`config.mk`:
```
export PLATFORM = sky130hd
export DESIGN_NAME = spchar_detect
export DESIGN_NICKNAME = d
export VERILOG_FILES = /design/src/rtl/spchar_pkg.sv /design/src/rtl/spchar_mask.sv /design/src/rtl/spchar_cmp.sv /design/src/rtl/spchar_pass.sv /design/src/rtl/spchar_sticky.sv /design/src/rtl/spchar_detect.sv
export SDC_FILE = /design/constraint.sdc
export NUM_CORES = 1
export LEC_CHECK = 0
export ABC_AREA = 0
export BUFFER_PORTS_ARGS = -buffer_cell sky130_fd_sc_hd__buf_2
export CAP_MARGIN = 20
export CORE_MARGIN = 3
export CORE_UTILIZATION = 34
export DETAILED_ROUTE_END_ITERATION = 12
export MAX_ROUTING_LAYER = met4
export PLACE_DENSITY = 0.74
export SYNTH_ARGS = -nofsm -noshare
export SYNTH_HDL_FRONTEND = slang
export SYNTH_SLANG_ARGS = --single-unit
```
`constraint.sdc`:
```
create_clock -name clk -period 0.8 [get_ports clk]
set_input_delay 0.12 -clock clk [delete_from_list [all_inputs] [get_ports clk]]
set_output_delay 0.12 -clock clk [all_outputs]
set_load 0.02 [all_outputs]
```
`src/rtl/spchar_pkg.sv`:
```
// Shared constants and the word-length encoding for the special character detector.
// Assumes characters are at most 8 bits and never shorter than 5.
package spchar_pkg;
    localparam int CHAR_W   = 8;
    localparam int WLEN_W   = 2;
    localparam int MIN_BITS = 5;

    typedef enum logic [WLEN_W-1:0] {
        WL_5 = 2'd0,
        WL_6 = 2'd1,
        WL_7 = 2'd2,
        WL_8 = 2'd3
    } wlen_e;
endpackage

```
`src/rtl/spchar_mask.sv`:
```
// Builds the compare mask from the word-length code: the low MIN_BITS+wlen bits are set.
// Assumes MIN_BITS + 2**WLEN_W - 1 >= CHAR_W, so code all-ones covers the full character.
module spchar_mask #(
    parameter int CHAR_W   = spchar_pkg::CHAR_W,
    parameter int WLEN_W   = spchar_pkg::WLEN_W,
    parameter int MIN_BITS = spchar_pkg::MIN_BITS
) (
    input  logic [WLEN_W-1:0] wlen,
    output logic [CHAR_W-1:0] mask
);
    // One decode term per bit: always on below MIN_BITS, otherwise enabled by the code.
    for (genvar i = 0; i < CHAR_W; i++) begin : g_bit
        if (i < MIN_BITS) begin : g_fixed
            assign mask[i] = 1'b1;
        end else begin : g_coded
            assign mask[i] = (int'(wlen) >= (i - MIN_BITS + 1));
        end
    end
endmodule

```
`src/rtl/spchar_cmp.sv`:
```
// Decides whether the character in this cycle is a qualified special-character hit.
// Assumes rx_err marks framing or parity trouble for the same character as rx_data.
module spchar_cmp #(
    parameter int CHAR_W = spchar_pkg::CHAR_W
) (
    input  logic              det_en,
    input  logic              rx_valid,
    input  logic              rx_err,
    input  logic [CHAR_W-1:0] rx_data,
    input  logic [CHAR_W-1:0] match_chr,
    input  logic [CHAR_W-1:0] mask,
    output logic              hit
);
    logic same;

    // Masked equality, qualified by enable, strobe and a clean character.
    always_comb begin
        same = (((rx_data ^ match_chr) & mask) == '0);
        hit  = det_en && rx_valid && !rx_err && same;
    end
endmodule

```
`src/rtl/spchar_pass.sv`:
```
// Forwards every received character to the FIFO write port with one register stage.
// Assumes the FIFO accepts a write on every cycle in which fifo_wr is high.
module spchar_pass #(
    parameter int CHAR_W = spchar_pkg::CHAR_W
) (
    input  logic              clk,
    input  logic              rst_n,
    input  logic              rx_valid,
    input  logic [CHAR_W-1:0] rx_data,
    output logic              fifo_wr,
    output logic [CHAR_W-1:0] fifo_data
);
    // Register the strobe and the character; nothing is ever withheld.
    always_ff @(posedge clk) begin
        if (!rst_n) begin
            fifo_wr   <= 1'b0;
            fifo_data <= '0;
        end else begin
            fifo_wr   <= rx_valid;
            fifo_data <= rx_valid ? rx_data : fifo_data;
        end
    end

    AST_PASS_THROUGH: assert property (@(posedge clk) disable iff (!rst_n)
        rx_valid |=> (fifo_wr && fifo_data == $past(rx_data)));
    AST_NO_SPURIOUS_WR: assert property (@(posedge clk) disable iff (!rst_n)
        !rx_valid |=> !fifo_wr);
endmodule

```
`src/rtl/spchar_sticky.sv`:
```
// Holds the special-character status flag: set by a hit, cleared by a strobe, set wins.
// Assumes hit and clr are synchronous to clk.
module spchar_sticky (
    input  logic clk,
    input  logic rst_n,
    input  logic hit,
    input  logic clr,
    output logic flag
);
    // Set has priority over clear so a match is never lost to a concurrent clear.
    always_ff @(posedge clk) begin
        if (!rst_n)   flag <= 1'b0;
        else if (hit) flag <= 1'b1;
        else if (clr) flag <= 1'b0;
    end

    AST_FLAG_HOLDS: assert property (@(posedge clk) disable iff (!rst_n)
        (flag && !clr) |=> flag);
    AST_CLEAR_DROPS: assert property (@(posedge clk) disable iff (!rst_n)
        (clr && !hit) |=> !flag);
    AST_SET_BEATS_CLR: assert property (@(posedge clk) disable iff (!rst_n)
        hit |=> flag);
endmodule

```
`src/rtl/spchar_detect.sv`:
```
// Top of the special character detector: forwards all received characters to the FIFO
// and raises a sticky flag when an enabled, error-free character matches the programmed
// value over the word-length-selected bits.
// Assumes software flow control is off while this mode is used; no character is consumed.
module spchar_detect #(
    parameter int CHAR_W   = spchar_pkg::CHAR_W,
    parameter int WLEN_W   = spchar_pkg::WLEN_W,
    parameter int MIN_BITS = spchar_pkg::MIN_BITS
) (
    input  logic              clk,
    input  logic              rst_n,
    input  logic              det_en,
    input  logic [WLEN_W-1:0] wlen,
    input  logic [CHAR_W-1:0] match_chr,
    input  logic [CHAR_W-1:0] rx_data,
    input  logic              rx_valid,
    input  logic              rx_err,
    input  logic              flag_clr,
    output logic              fifo_wr,
    output logic [CHAR_W-1:0] fifo_data,
    output logic              sp_flag
);
    logic [CHAR_W-1:0] mask;
    logic              hit;

    spchar_mask #(.CHAR_W(CHAR_W), .WLEN_W(WLEN_W), .MIN_BITS(MIN_BITS)) u_mask (
        .wlen (wlen),
        .mask (mask)
    );

    spchar_cmp #(.CHAR_W(CHAR_W)) u_cmp (
        .det_en    (det_en),
        .rx_valid  (rx_valid),
        .rx_err    (rx_err),
        .rx_data   (rx_data),
        .match_chr (match_chr),
        .mask      (mask),
        .hit       (hit)
    );

    spchar_pass #(.CHAR_W(CHAR_W)) u_pass (
        .clk       (clk),
        .rst_n     (rst_n),
        .rx_valid  (rx_valid),
        .rx_data   (rx_data),
        .fifo_wr   (fifo_wr),
        .fifo_data (fifo_data)
    );

    spchar_sticky u_sticky (
        .clk   (clk),
        .rst_n (rst_n),
        .hit   (hit),
        .clr   (flag_clr),
        .flag  (sp_flag)
    );

    AST_FULL_MATCH_SETS: assert property (@(posedge clk) disable iff (!rst_n)
        (det_en && rx_valid && !rx_err && rx_data == match_chr) |=> sp_flag);
    AST_DISABLED_NO_SET: assert property (@(posedge clk) disable iff (!rst_n)
        (!sp_flag && !det_en) |=> !sp_flag);
    AST_ERROR_NO_SET: assert property (@(posedge clk) disable iff (!rst_n)
        (!sp_flag && (rx_err || !rx_valid)) |=> !sp_flag);
endmodule

```
* Word-level counts from Yosys, hierarchy flattened
Index checks and enable logic that the tools add are counted.
** Word-level totals
- Register bits :: 10
- Logic and storage cells :: 16
** Operators by class
- Order comparisons :: 3
- Multiplexer cells :: 2
- Bitwise logic cells :: 2
- Reduce and logical (&&, ||, !) cells :: 6
** Operators with widths (number)
- $and 8x8->8 :: 1
- $logic_not 8->1 :: 1
- $xor 8x8->8 :: 1
- $ge 2x2->1 const B :: 2
- $logic_and 1x1->1 :: 3
- $ge 2x1->1 const B :: 1
- $mux 1 :: 2
- $reduce_bool 2->1 :: 1
- $logic_not 1->1 :: 1

* Longest topological paths before layout
- Depth after elaboration :: 5
- Mapped depth :: 5
- Depth with buffers taken out :: 4

* Modules after synthesis
Synthesis repeated with hierarchy kept, for this count alone.
** Second synthesis, totals
- Cell total of the unflattened synthesis :: 53
- Area total of the unflattened synthesis :: 550.5 µm²
** By module, submodules not included
- spchar_pass :: times used 1, cells each 27, area each 329.1 µm²
- spchar_cmp :: times used 1, cells each 14, area each 121.4 µm²
- spchar_mask :: times used 1, cells each 9, area each 58.8 µm²
- spchar_sticky :: times used 1, cells each 3, area each 41.3 µm²

* Worst setup path after synthesis
No wires, ideal clock.
- Path kind :: input to register
- Start :: in rx_data[4]
- End :: reg u_sticky.flag
- Arrival :: 703 ps
- Setup slack :: 28 ps
- Stages on the path :: 4
- Cell sequence :: xor2_1 > nor4_2 > nand3_1 > o21ai_1
** Between the ends
- Longest elaborated chain between the ends :: 5
- Elaborated cells on any way between the ends :: 6
- Classes of those cells :: 1 x mux; 2 x bitwise; 3 x reduce/logical
** RTL lines
- start, declared :: line spchar_detect.sv:15 : input logic [CHAR_W-1:0] rx_data,
- $xor 8x8->8 * :: line spchar_cmp.sv:18 : same = (((rx_data ^ match_chr) & mask) == '0);
- $and 8x8->8 * :: line spchar_cmp.sv:18
- $logic_not 8->1 * :: line spchar_cmp.sv:18
- $logic_and 1x1->1 * :: line spchar_cmp.sv:19 : hit = det_en && rx_valid && !rx_err && same;
- $mux 1 / $reduce_bool 2->1 (equally long branches)
- end signal, assigned :: line spchar_sticky.sv:12 : if (!rst_n) flag <= 1'b0;
- end signal, assigned :: line spchar_sticky.sv:13 : else if (hit) flag <= 1'b1;
- end signal, assigned :: line spchar_sticky.sv:14 : else if (clr) flag <= 1'b0;
- end, declared :: line spchar_sticky.sv:8 : output logic flag
Every way passes the cells marked *; elsewhere a longest branch is shown, timed or not.
A chain may end at the register's enable or synchronous reset.

* Worst setup path after layout
- Start :: reg u_pass.fifo_data[6]
- End :: out fifo_data[6]
** RTL lines
- start, declared :: line spchar_pass.sv:11 : output logic [CHAR_W-1:0] fifo_data
- start signal, assigned :: line spchar_pass.sv:20 : fifo_data <= rx_valid ? rx_data : fifo_data;
- end, declared :: line spchar_detect.sv:20 : output logic [CHAR_W-1:0] fifo_data,
No word-level cell between the ends.

==> impl_summary.md <==
Die
Pin placement for this block handled 34 I/O pins. The initial standard-cell utilization of the core is 0.3940. The vertical die dimension is 43.54 um. The floorplan has 12 rows. The core footprint is 1216 um^2.

The die outline area is 1896 um^2. The die is 43.54 um wide.

Setup path
The setup check on the worst reg-to-reg path leaves a slack of 60 ps. The biggest fanout along the worst timing path is 2. Among cell families on the critical path, the largest total delay comes from flip-flops. The destination of the critical timing path is fifo_data[6]. The worst setup path is of the flip-flop to output pin kind. In this run the number of cells on the critical path is 1. Together, buffers and inverters on the worst path number 1.

The timing startpoint of the critical path is u_pass.fifo_data[6]$_SDFFE_PN0P_. The slowest stage of the critical path is the sky130_fd_sc_hd__dfxtp_2 cell. In this run the critical register-to-register path is captured at u_pass.fifo_data[1]$_SDFFE_PN0P_. Counting cells, the worst reg-to-reg path comes to 3. The critical path's largest stage delay is 340 ps. The kind of start point of the critical path is a flip-flop.

The kind of end point of the critical path is an output pin. The signal on the critical path passes through buf_6. Data on the critical path is required at its endpoint by 680 ps. The arrival time at the worst endpoint is 730 ps. The worst register-to-register path begins at u_pass.fifo_data[1]$_SDFFE_PN0P_.

Synthesis
The share of the synthesized area in the top cell type is 0.4178. The net count after synthesis is 70. The most common flop cell mapped by yosys is sky130_fd_sc_hd__dfxtp_1.

After synthesis, the mean cell area works out to 10.42 um^2. Of the synthesized area, sequential elements account for 0.4178. Counting distinct cell types in the post-synthesis netlist gives 16. Counting every instance in the synthesized netlist gives 46. The share of flip-flops with an asynchronous set or reset is 0. Ranked by total cell area, the synthesized netlist is headed by sky130_fd_sc_hd__dfxtp_1, sky130_fd_sc_hd__mux2i_1, sky130_fd_sc_hd__xor2_1, sky130_fd_sc_hd__nor2b_1, sky130_fd_sc_hd__xnor2_1.

The cell type with the largest total area after synthesis is sky130_fd_sc_hd__dfxtp_1. The most common cell in the synthesized netlist is sky130_fd_sc_hd__dfxtp_1. In this run, synthesis produced a sequential element count of 10. The total of warnings raised by yosys is 0. After synthesis the cells add up to 479.2 um^2. Sorting the synthesized cells by how often they occur yields sky130_fd_sc_hd__dfxtp_1, sky130_fd_sc_hd__mux2i_1, sky130_fd_sc_hd__nor2b_1, sky130_fd_sc_hd__xor2_1. The number of synthesized flops with an enable pin is 0.

Timing
The worst path in the final design needs a cycle of 848.5 ps, including I/O delays and setup. The number of pins exceeding their max-slew limit in the final report is 0. Adding up every negative setup slack in the final design gives -353.9 ps. Of the available clock period, the critical path in the final layout requires 1.061. The measured slew at the worst slew-check pin is 203.6 ps. The worst hold margin is 101.5 ps.

The final hold violation count is 0. The final worst-path setup slack is -48.53 ps. The clock arrives with 0 ps of skew. Setup repair after global routing could not meet its margin everywhere.

Setup violations remaining at the end of the flow were counted as 10. Headroom to the max-slew limit came out at 0.8633. The timing-limited maximum frequency is 1179 MHz.

Clock network
Clock-pin slew was measured on the worst setup and hold paths at 70 ps. The number of clock sinks seen by CTS is 10. The H-tree depth is 1.

The clock tree root buffer cell is sky130_fd_sc_hd__clkbuf_4. For the worst-skew pair, the clock arrives at the later sink with an insertion delay of 260 ps. The TritonCTS clock tree is done. The longest clock path from root to sink contains 2 buffers. The number of buffers inserted for hold repair after clock tree synthesis is 0. The CTS buffer count is 3.

Global routing
Global routing finished with a remaining overflow of 0. Entering global routing, the biggest net connects 11 pins. The number of global-route vias before repair came to 442.

The initial antenna violation count came to 0. The total routing resource utilization after global routing is 0.1327. The first global-routing pass estimated 1863 um of wire.

Power and ir drop
Of the total power, the share spent switching nets is 0.2578. Summed over all nets, the switching power comes to 335.3 uW. The power share of the sequential group is 0.420. The share of total power dissipated in combinational logic is 0.218. The worst ir drop on vdd is 918.1 uV.

The share of total power dissipated in the clock network is 0.361. The internal power is 965.0 uW. The power density over cell area is 1634 nW/um^2. Power comes to 1.300 mW. Summed over all cells, the static leakage comes to 0.3907 nW.

Detailed routing
The first routing iteration left 0 violations. The first-pass detailed-route iteration total is 1. The total detailed-routing wirelength is 1189 um.

Summing over every cut layer, the via total after detailed routing is 453. After detailed routing, the number of remaining DRC violations is 0. Dividing the detail-routed via count by the number of cells gives 4.530. The average wire per cell in the routed design is 11.89 um. Once detail routing completed, the nets flagged for antenna violations numbered 0.

Finish
Compared with the post-synthesis result, the final layout area differs by 66.06%. Of the cells placed in the final design, the portion with a size suffix greater than 1 is 0.6163. The filler cell count in the final layout is 106. After routing the design area is 795.8 um^2. Excluding fillers, the count of instances in the completed layout stands at 100. The multi-input gate area in the final layout is 260.3 um^2. The repair_antennas step left the layout with diodes totalling 0. In the final layout, flip-flops and latches occupy 212.7 um^2.

The final core utilization is 0.6543. The final layout contains 111 nets.

Place
The standard cell area after detailed placement is 669.4 um^2. The detailed-placement wirelength estimate is 906.2 um. The number of buffers added on ports is 33. The pre-CTS worst setup slack is -151.4 ps.

The final weighted congestion in routability-driven placement is 0.7656. The number of instances in the placed design is 94.

Run
Max-cap violations in this run came to 0.

Outcome
The final reports fail on setup timing. The flow ran to the end, but the final reports show violations.

Hold path
The critical hold path startpoint is flag_clr. The path class of the tightest hold or removal check is input pin to flip-flop.
how the worst min path moves through the flow:
stage          cells after the start  slack, ps                               end
3_5_place_dp                       3        390        u_sticky.flag$_SDFFE_PN0P_
2_1_floorplan                      2        290  u_pass.fifo_data[0]$_SDFFE_PN0P_
3_3_place_gp                       3        390        u_sticky.flag$_SDFFE_PN0P_
6_report                           3        100        u_sticky.flag$_SDFFE_PN0P_
5_1_grt                            3        110        u_sticky.flag$_SDFFE_PN0P_
4_1_cts                            3         90        u_sticky.flag$_SDFFE_PN0P_
cell type report:
type,instances,area share
flip-flops and latches,10,0.2673
well taps,14,0.02201
repair buffers,38,0.3333
inverters,1,0.004717
clock buffers,4,0.04560
multi-input cells,33,0.3270
power groups by stage:
stage	Combinational [mW]	Sequential [mW]	Clock, mW
final	0.284	0.547	0.470
after global routing	0.310	0.549	0.492
after CTS	0.282	0.547	0.478
after detailed placement	0.246	0.547	0
after global placement	0.242	0.547	0
after floorplan	0.0992	0.580	0
layer usage:
metal / routed length, um / vias to the layer above / part of all wire / track usage
met1: 543 / 198 / 0.46 / 0.1766
met5: 0 / - / 0 / -
met3: 80 / 2 / 0.067 / 0.02905
met2: 555 / 20 / 0.47 / 0.1831
met4: 8 / 0 / 0.0067 / 0.07229
li1: - / 233 / - / -
state kept, by name, indices dropped and copies added (netlist names):
name              flops
u_pass.fifo_data      8
u_pass.fifo_wr        1
u_sticky.flag         1
layout by cell type (no fill, tap or decap):
cell type	count
sky130_fd_sc_hd__buf_2	23
sky130_fd_sc_hd__buf_6	10
sky130_fd_sc_hd__dfxtp_2	10
sky130_fd_sc_hd__mux2i_1	8
sky130_fd_sc_hd__nor2b_1	8
sky130_fd_sc_hd__xor2_1	6
sky130_fd_sc_hd__buf_4	5
sky130_fd_sc_hd__clkbuf_4	3
sky130_fd_sc_hd__o21ai_0	2
sky130_fd_sc_hd__xnor2_1	2
sky130_fd_sc_hd__and2_1	1
sky130_fd_sc_hd__inv_1	1
sky130_fd_sc_hd__a21oi_1	1
sky130_fd_sc_hd__nand4b_1	1
sky130_fd_sc_hd__nor4_2	1
sky130_fd_sc_hd__nand3_1	1
sky130_fd_sc_hd__nand3b_1	1
sky130_fd_sc_hd__o21ai_1	1
sky130_fd_sc_hd__clkbuf_8	1
logic make-up after synthesis:
kind of cell / Yosys count / synth area share
mux: 8 / 0.1671
simple gates: 13 / 0.1880
compound gates: 4 / 0.04176
buf+inv: 3 / 0.03915
flops: 10 / 0.4178
xor+xnor: 8 / 0.1462
worst min-delay path, stage by stage:
cell	delay [ps]
sky130_fd_sc_hd__buf_2	70
sky130_fd_sc_hd__nand3b_1	90
sky130_fd_sc_hd__o21ai_1	60
timing repair:
action / 4_1_cts / 5_1_grt
setup buffers: 1 / 1
gates resized for setup: 30 / 0
endpoints found under the setup margin: 10 / 10
Power figures use the tool's default switching activity.
